File: src/rtl/useq_pkg.sv
package useq_pkg;

  localparam int OPC_W = 6;
  localparam int UPC_W = 4;

  typedef enum logic [1:0] {SQ_NEXT = 2'd0, SQ_DISP1 = 2'd1, SQ_DISP2 = 2'd2, SQ_FETCH = 2'd3} seq_e;
  typedef enum logic [1:0] {ALU_ADD = 2'd0, ALU_SUB = 2'd1, ALU_FUNCT = 2'd2, ALU_RSVD = 2'd3} alu_e;
  typedef enum logic      {SA_PC = 1'b0, SA_REGA = 1'b1} srca_e;
  typedef enum logic [1:0] {SB_REGB = 2'd0, SB_FOUR = 2'd1, SB_OFFS = 2'd2, SB_OFFS4 = 2'd3} srcb_e;
  typedef enum logic [1:0] {RF_IDLE = 2'd0, RF_READ = 2'd1, RF_WR_ALU = 2'd2, RF_WR_MEM = 2'd3} rf_e;
  typedef enum logic [1:0] {MEM_IDLE = 2'd0, MEM_RD_PC = 2'd1, MEM_RD_ALU = 2'd2, MEM_WR_ALU = 2'd3} mem_e;
  typedef enum logic [1:0] {PCW_NONE = 2'd0, PCW_ALU = 2'd1, PCW_BR_EQ = 2'd2, PCW_RSVD = 2'd3} pcw_e;

  typedef struct packed {
    alu_e  alu;
    srca_e src_a;
    srcb_e src_b;
    rf_e   rf;
    mem_e  mem;
    pcw_e  pcw;
    seq_e  seq;
  } uinstr_t;

  localparam logic [OPC_W-1:0] OPC_RTYPE = 6'h00;
  localparam logic [OPC_W-1:0] OPC_BEQ   = 6'h04;
  localparam logic [OPC_W-1:0] OPC_LOAD  = 6'h23;
  localparam logic [OPC_W-1:0] OPC_STORE = 6'h2B;

  localparam logic [UPC_W-1:0] UA_FETCH  = 4'd0;
  localparam logic [UPC_W-1:0] UA_DECODE = 4'd1;
  localparam logic [UPC_W-1:0] UA_MADDR  = 4'd2;
  localparam logic [UPC_W-1:0] UA_LOAD   = 4'd3;
  localparam logic [UPC_W-1:0] UA_LDWB   = 4'd4;
  localparam logic [UPC_W-1:0] UA_STORE  = 4'd5;
  localparam logic [UPC_W-1:0] UA_ALUOP  = 4'd6;
  localparam logic [UPC_W-1:0] UA_ALUWB  = 4'd7;
  localparam logic [UPC_W-1:0] UA_BRANCH = 4'd8;

  // Primary table: instruction class after decode.
  function automatic logic [UPC_W-1:0] lookup_primary(input logic [OPC_W-1:0] op);
    case (op)
      OPC_LOAD, OPC_STORE: lookup_primary = UA_MADDR;
      OPC_RTYPE:           lookup_primary = UA_ALUOP;
      OPC_BEQ:             lookup_primary = UA_BRANCH;
      default:             lookup_primary = UA_FETCH;
    endcase
  endfunction

  // Secondary table: direction of a memory access.
  function automatic logic [UPC_W-1:0] lookup_secondary(input logic [OPC_W-1:0] op);
    case (op)
      OPC_LOAD:  lookup_secondary = UA_LOAD;
      OPC_STORE: lookup_secondary = UA_STORE;
      default:   lookup_secondary = UA_FETCH;
    endcase
  endfunction

endpackage

File: src/rtl/useq_rom.sv
module useq_rom
  import useq_pkg::*;
#(
  parameter int AW = UPC_W
) (
  input  logic [AW-1:0] addr,
  output uinstr_t       word
);

  always_comb begin
    word = '{alu: ALU_ADD, src_a: SA_PC, src_b: SB_REGB, rf: RF_IDLE,
             mem: MEM_IDLE, pcw: PCW_NONE, seq: SQ_FETCH};
    case (addr)
      UA_FETCH: begin
        word.src_b = SB_FOUR;
        word.mem   = MEM_RD_PC;
        word.pcw   = PCW_ALU;
        word.seq   = SQ_NEXT;
      end
      UA_DECODE: begin
        word.src_b = SB_OFFS4;
        word.rf    = RF_READ;
        word.seq   = SQ_DISP1;
      end
      UA_MADDR: begin
        word.src_a = SA_REGA;
        word.src_b = SB_OFFS;
        word.seq   = SQ_DISP2;
      end
      UA_LOAD: begin
        word.mem = MEM_RD_ALU;
        word.seq = SQ_NEXT;
      end
      UA_LDWB:  word.rf  = RF_WR_MEM;
      UA_STORE: word.mem = MEM_WR_ALU;
      UA_ALUOP: begin
        word.alu   = ALU_FUNCT;
        word.src_a = SA_REGA;
        word.seq   = SQ_NEXT;
      end
      UA_ALUWB: word.rf = RF_WR_ALU;
      UA_BRANCH: begin
        word.alu   = ALU_SUB;
        word.src_a = SA_REGA;
        word.pcw   = PCW_BR_EQ;
      end
      default: ;
    endcase
  end

endmodule

File: src/rtl/useq_dispatch.sv
module useq_dispatch
  import useq_pkg::*;
#(
  parameter int OW     = OPC_W,
  parameter int AW     = UPC_W,
  parameter int N_TBL  = 2
) (
  input  logic [OW-1:0]       opcode,
  output logic [N_TBL*AW-1:0] targets
);

  for (genvar t = 0; t < N_TBL; t++) begin : g_tbl
    if (t == 0) begin : g_primary
      assign targets[t*AW +: AW] = lookup_primary(opcode);
    end else begin : g_secondary
      assign targets[t*AW +: AW] = lookup_secondary(opcode);
    end
  end

endmodule

File: src/rtl/useq_next.sv
module useq_next
  import useq_pkg::*;
#(
  parameter int AW = UPC_W
) (
  input  logic [AW-1:0] upc,
  input  seq_e          seq,
  input  logic [AW-1:0] tgt_primary,
  input  logic [AW-1:0] tgt_secondary,
  output logic [AW-1:0] upc_nxt
);

  always_comb begin
    case (seq)
      SQ_NEXT:  upc_nxt = upc + AW'(1);
      SQ_DISP1: upc_nxt = tgt_primary;
      SQ_DISP2: upc_nxt = tgt_secondary;
      default:  upc_nxt = '0;
    endcase
  end

endmodule

File: src/rtl/useq_ctrl.sv
module useq_ctrl
  import useq_pkg::*;
#(
  parameter int OP_W = OPC_W,
  parameter int PC_W = UPC_W
) (
  input  logic            clk,
  input  logic            rst_n,
  input  logic [OP_W-1:0] opcode,
  output logic [PC_W-1:0] upc,
  output logic [1:0]      alu_op,
  output logic            alu_src_a,
  output logic [1:0]      alu_src_b,
  output logic [1:0]      rf_act,
  output logic [1:0]      mem_act,
  output logic [1:0]      pc_wr,
  output logic [1:0]      seq
);

  localparam int N_TBL = 2;

  logic                  rst_meta_n, rst_sync_n;
  logic [PC_W-1:0]       upc_q, upc_nxt;
  logic [N_TBL*PC_W-1:0] tgts;
  uinstr_t               uword;

  // Reset: asserts at once, releases after two edges.
  always_ff @(posedge clk or negedge rst_n) begin
    if (!rst_n) begin
      rst_meta_n <= 1'b0;
      rst_sync_n <= 1'b0;
    end else begin
      rst_meta_n <= 1'b1;
      rst_sync_n <= rst_meta_n;
    end
  end

  useq_rom #(.AW(PC_W)) i_rom (
    .addr (upc_q),
    .word (uword)
  );

  useq_dispatch #(.OW(OP_W), .AW(PC_W), .N_TBL(N_TBL)) i_dispatch (
    .opcode  (opcode),
    .targets (tgts)
  );

  useq_next #(.AW(PC_W)) i_next (
    .upc           (upc_q),
    .seq           (uword.seq),
    .tgt_primary   (tgts[0 +: PC_W]),
    .tgt_secondary (tgts[PC_W +: PC_W]),
    .upc_nxt       (upc_nxt)
  );

  // Microprogram counter, the only state of the sequencer.
  always_ff @(posedge clk or negedge rst_sync_n) begin
    if (!rst_sync_n) upc_q <= '0;
    else             upc_q <= upc_nxt;
  end

  assign upc       = upc_q;
  assign alu_op    = uword.alu;
  assign alu_src_a = uword.src_a;
  assign alu_src_b = uword.src_b;
  assign rf_act    = uword.rf;
  assign mem_act   = uword.mem;
  assign pc_wr     = uword.pcw;
  assign seq       = uword.seq;

  assert_step_R2: assert property (@(posedge clk) disable iff (!rst_sync_n)
    (seq == SQ_NEXT) |=> (upc == $past(upc) + PC_W'(1)));

  assert_range_R2: assert property (@(posedge clk) disable iff (!rst_sync_n)
    (upc <= UA_BRANCH));

  assert_return_R12: assert property (@(posedge clk) disable iff (!rst_sync_n)
    (seq == SQ_FETCH) |=> (upc == UA_FETCH));

  assert_prim_rtype_R5: assert property (@(posedge clk) disable iff (!rst_sync_n)
    (seq == SQ_DISP1 && opcode == OPC_RTYPE) |=> (upc == UA_ALUOP));

  assert_prim_beq_R5: assert property (@(posedge clk) disable iff (!rst_sync_n)
    (seq == SQ_DISP1 && opcode == OPC_BEQ) |=> (upc == UA_BRANCH));

  assert_prim_mem_R5: assert property (@(posedge clk) disable iff (!rst_sync_n)
    (seq == SQ_DISP1 && (opcode == OPC_LOAD || opcode == OPC_STORE)) |=> (upc == UA_MADDR));

  assert_sec_load_R6: assert property (@(posedge clk) disable iff (!rst_sync_n)
    (seq == SQ_DISP2 && opcode == OPC_LOAD) |=> (upc == UA_LOAD));

  assert_sec_store_R6: assert property (@(posedge clk) disable iff (!rst_sync_n)
    (seq == SQ_DISP2 && opcode == OPC_STORE) |=> (upc == UA_STORE));

  assert_unlisted_R7: assert property (@(posedge clk) disable iff (!rst_sync_n)
    (seq == SQ_DISP1 && opcode != OPC_RTYPE && opcode != OPC_BEQ &&
     opcode != OPC_LOAD && opcode != OPC_STORE) |=> (upc == UA_FETCH));

endmodule

File: config.mk
export PLATFORM = sky130hd
export DESIGN_NAME = useq_ctrl
export DESIGN_NICKNAME = d
export VERILOG_FILES = /design/src/rtl/useq_pkg.sv /design/src/rtl/useq_rom.sv /design/src/rtl/useq_dispatch.sv /design/src/rtl/useq_next.sv /design/src/rtl/useq_ctrl.sv
export SDC_FILE = /design/constraint.sdc
export NUM_CORES = 1
export LEC_CHECK = 0
export ABC_AREA = 0
export BUFFER_PORTS_ARGS = -buffer_cell sky130_fd_sc_hd__clkbuf_2
export CAP_MARGIN = 20
export CORE_AREA = 5 5 42 44
export DETAILED_ROUTE_END_ITERATION = 12
export DIE_AREA = 0 0 47 49
export GPL_ROUTABILITY_DRIVEN = 0
export MAX_ROUTING_LAYER = met4
export PLACE_DENSITY = 0.66
export SETUP_SLACK_MARGIN = 0.02
export SYNTH_ARGS = -nofsm -noshare
export SYNTH_HDL_FRONTEND = slang
export SYNTH_SLANG_ARGS = --single-unit
File: constraint.sdc
create_clock -name clk -period 4.6 [get_ports clk]
set_clock_uncertainty 0.05 [all_clocks]
set_input_delay 0.92 -clock clk [delete_from_list [all_inputs] [get_ports clk]]
set_output_delay 0.92 -clock clk [all_outputs]
set_load 0.01 [all_outputs]
Yosys cells after proc, flatten, opt, wreduce, memory -nomap -nowiden
Index checks and enable logic that the tools add are counted.

Output and inout bits: 17. Input port bits: 8. Logic and storage cells: 33. Flip-flop bits (word level): 6.

Equality and inequality tests: 13. Reductions and logical operators: 6. Add/subtract/negate cells: 1. Multiplexer cells: 10.

Operators by type and width (number): $pmux W2 S3 (4); $pmux W4 S3 (2); $eq A4 B3 Y1 const B (4); $eq A6 B6 Y1 const B (2); $eq A4 B2 Y1 const B (2); $pmux W2 S2 (2); $eq A6 B3 Y1 const B (1); $logic_not A6 Y1 (1); $pmux W3 S2 (1); $reduce_or A3 Y1 (2); $add A4 B1 Y4 const B (1); $eq A4 B1 Y1 const B (1); $eq A4 B4 Y1 const B (1); $logic_not A4 Y1 (1); $eq A2 B1 Y1 const B (1); $eq A2 B2 Y1 const B (1); $logic_not A2 Y1 (1); $reduce_or A2 Y1 (1); $mux W1 (1).

Depth between registers and ports, before layout
Word-level depth: 5. Depth in mapped cells: 7. Mapped depth without buffers: 6.

By module
From an unflattened synthesis, not the netlist that was laid out.

Cells, all modules: 61. Area total of the unflattened synthesis: 579.3 µm².

Modules (own cells, without submodules): useq_rom (sequential area each 0.0 µm², cells each 23, instances 1, area each 200.2 µm²); useq_ctrl (sequential area each 150.1 µm², cells each 7, instances 1, area each 153.9 µm²); useq_next (sequential area each 0.0 µm², cells each 19, instances 1, area each 145.1 µm²); useq_dispatch (sequential area each 0.0 µm², cells each 12, instances 1, area each 80.1 µm²).

Worst setup path after synthesis
OpenSTA, ideal clock, no wires.

Kind: flip-flop to output port. Start point: reg upc_q[0], in the netlist upc[0]. End point: out seq[1]. Cell stages (with the launch flop): 6. Data required time: 3.630 ns. Arrival time: 1.388 ns. Setup slack: 2.242 ns. Path buffers: 1. Path through: dfrtp_1 > inv_1 > ha_1 > buf_2 > or3_1 > a21o_1.

Cells in the longest elaborated chain, start to end: 3. Elaborated cells on any way between the ends: 7. Classes of those cells: eq/ne (4); mux (1); reduce/logical (2).

Ends and longest elaborated chain: start, declared (line useq_ctrl.sv:23) `logic [PC_W-1:0] upc_q, upc_nxt;`; start signal, assigned (line useq_ctrl.sv:59) `else upc_q <= upc_nxt;`; $eq A4 B2 Y1, or another cell as far along (line useq_rom.sv:13) `case (addr)`; $reduce_or A3 Y1 (no line); $pmux W2 S3 * (line useq_rom.sv:13); end, declared (line useq_ctrl.sv:17) `output logic [1:0] seq`.

Every way passes the cells marked *; elsewhere a longest branch is shown, timed or not.

Worst setup path after layout
Start point: reg upc_q[0], in the netlist upc[0]. End point: out seq[0].

The elaborated chain is that of the path after synthesis.

==> qor.csv <==
metric;value;unit
slowest cell on the critical path;dfrtp_1;
final instance area;642;sq um
CP Capture Type;primary output;
period utilisation layout;0.602;
Synth warnings;0;
Root Buffer Master;clkbuf_4;
slowest stage delay, CP;0.39;ns
outcome;complete, no violations;
Inserted Clock Buffers;3;
Slew Limit Fails;0;
placed inst area;619;sq um
Die H;49;um
RSZ-0062 raised after global routing;false;
ANT nets after route;0;
number of port buffers;24;
Netlist cell types;27;
required time worst endpoint;3.63;ns
DP Wirelength;1.02;mm
hold-fix buffers at CTS;0;
Max Buffers Root-to-Sink;2;
crit-path cells;inv_1 > ha_1 > nor2_1 > nor2_1 > o21ai_0 > clkbuf_2;
drt wl/cell;12.0;um
Setup Fix Bufs, Post-CTS;0;
critical path class;reg -> out;
final core utilization;0.458;
clk sinks;6;
Syn Nets;77;
Worst VDD drop;0.197;mV
CP Max Fanout;6;
fillers;163;
Die Area;2300;sq um
Reg clk slew, reported paths;0.04;ns
startpoint types;register;
vias in the first global route;553;
final setup vio count;0;
Multi-input gate area;310;sq um
CP top delay family;flip-flops;
vias per inst;5.02;
Reg area;150;sq um
Pwr Total;0.253;mW
Period minus WS final;2.77;ns
Avg Cell Area, Syn;7.78;sq um
Initial Util;0.361;
first-pass GRT wire length;2.28;mm
endpoints failing hold;0;
LEAKAGE;0.344;nW
Worst Hold Class;reg -> async;
f_max;0.361;GHz
post-CTS sizing;0;
H-tree depth;1;
Cells after Synth;65;
CP most frequent cell;nor2_1;
clk_lat worst skew;0.24;ns
Cell Count, Final, Fillers Out;104;
total instance count after detailed placement;101;
register area share after synthesis;0.297;
Pre-antenna DRT Iters;3;
DRC viols;0;
core area;1400;sq um
power density cells;395;nW/um^2
worst hold slack;0.00333;ns
GRT Overall Usage;0.131;
Worst Path Buf+Inv;2;
GRT Residual Overflow;0;
MaxCap Viol Count;0;
final WL;1.25;mm
largest net degree at the start of global routing;11;
CTS tree;yes;
Chip Width;47;um
Syn-to-layout area delta;27.0;%
iteration-0 DRC count of the detailed router;9;
CP arrival;1.80;ns
antenna violations before repair;0;
Core Rows;14;
FF+latch count, synth;6;
n_diodes;0;
Final Net Count;102;
# IOs;25;
synthesized area;505;sq um
Final WS setup;1.83;ns
Vias;522;
Fin Setup TNS;0;ns
share of layout cells above drive strength 1;0.318;
Setup WS pre-CTS;2.09;ns
## registers in the layout (all words and copies together), names as in the netlist
| register | flops |
|---|---|
| upc | 4 |
| rst_meta_n | 1 |
| rst_sync_n | 1 |
## synthesized netlist by cell type (all sizes together)
cell type | n | area (sq um)
nor2 | 8 | 30.0
dfrtp | 6 | 150
nand2 | 8 | 30.0
nand2b | 1 | 6.26
nand3 | 2 | 10.0
o41ai | 1 | 8.76
o311ai | 1 | 8.76
and2 | 1 | 6.26
and3 | 1 | 6.26
or4 | 1 | 11.3
nand4b | 1 | 8.76
ha | 4 | 50.1
o21ai | 3 | 15.0
inv | 5 | 18.8
nor3 | 2 | 10.0
nor3b | 1 | 7.51
buf | 4 | 26.3
conb | 1 | 3.75
or3 | 2 | 12.5
o21a | 2 | 15.0
a21oi | 4 | 20.0
a211o | 1 | 8.76
o22ai | 1 | 6.26
a21o | 2 | 15.0
mux2i | 2 | 20.0
## worst register-to-register path: cells and delay by family (launching register included)
| family | cells | cell delay (ns) |
|---|---|---|
| compound gates | 2 | 0.29 |
| flops | 1 | 0.39 |
| buf+inv | 1 | 0.10 |
| simple gates | 2 | 0.50 |
| fa+ha+maj | 1 | 0.30 |
## layout by cell type (no fill, tap or decap), types with 2 or more instances in the layout
master    netlist  layout
o21a_1          2       2
mux2i_1         2       2
nor2_1          8       8
ha_1            4       4
clkbuf_4        0       3
clkbuf_2        0      24
or3_1           2       2
a21o_1          2       2
o21ai_0         2       2
inv_1           5       5
nand2_1         8       8
nand3_1         2       2
nor3_1          2       2
a21oi_1         4       4
dfrtp_1         6       6
## layer usage
| layer | share of wire | global-route usage | routed length (um) |
|---|---|---|---|
| met4 | 0 | 0.0138 | 0 |
| met2 | 0.52 | 0.219 | 645 |
| met3 | 0.041 | 0.0443 | 51 |
| met1 | 0.44 | 0.154 | 549 |
| met5 | 0 | - | 0 |
## layout make-up
class / instances / area share
Sequential cell: 6 / 0.234
Clock buffer: 3 / 0.0351
Inverter: 5 / 0.0292
Tap cell: 16 / 0.0312
Timing Repair Buffer: 24 / 0.187
Multi-Input combinational cell: 50 / 0.483
## cell families (layout without fill, tap and decap cells)
group / after synthesis / after routing / share of synthesized area
buffers and inverters: 9 / 32 / 0.0891
DFF: 6 / 6 / 0.297
other: 1 / 1 / 0.00742
adders and majority gates: 4 / 4 / 0.0990
AOI/OAI and AO/OA: 15 / 15 / 0.193
muxes: 2 / 2 / 0.0396
and+or+nand+nor: 28 / 28 / 0.275
## report_power, final
| group | switching, mW | total [mW] | internal, mW |
|---|---|---|---|
| Combinational | 0.0797 | 0.141 | 0.0618 |
| Clock | 0.0165 | 0.0459 | 0.0293 |
| Sequential | 0.00728 | 0.0660 | 0.0587 |
| Total | 0.104 | 0.253 | 0.150 |
## path summary, 6_finish.rpt
check / start / to / slack [ns] / cells after the start
max: upc[0] / seq[0] / 1.83 / 6
max reg2reg: upc[1] / upc[1] / 2.86 / 6
min in group clk: rst_meta_n / rst_sync_n / 0.29 / 0
min: rst_sync_n / upc[2] / 0.003 / 0
max in group asynchronous: rst_n / rst_sync_n / 3.99 / 1
min reg2reg: rst_sync_n / upc[2] / 0.003 / 0
Power figures use the tool's default switching activity.
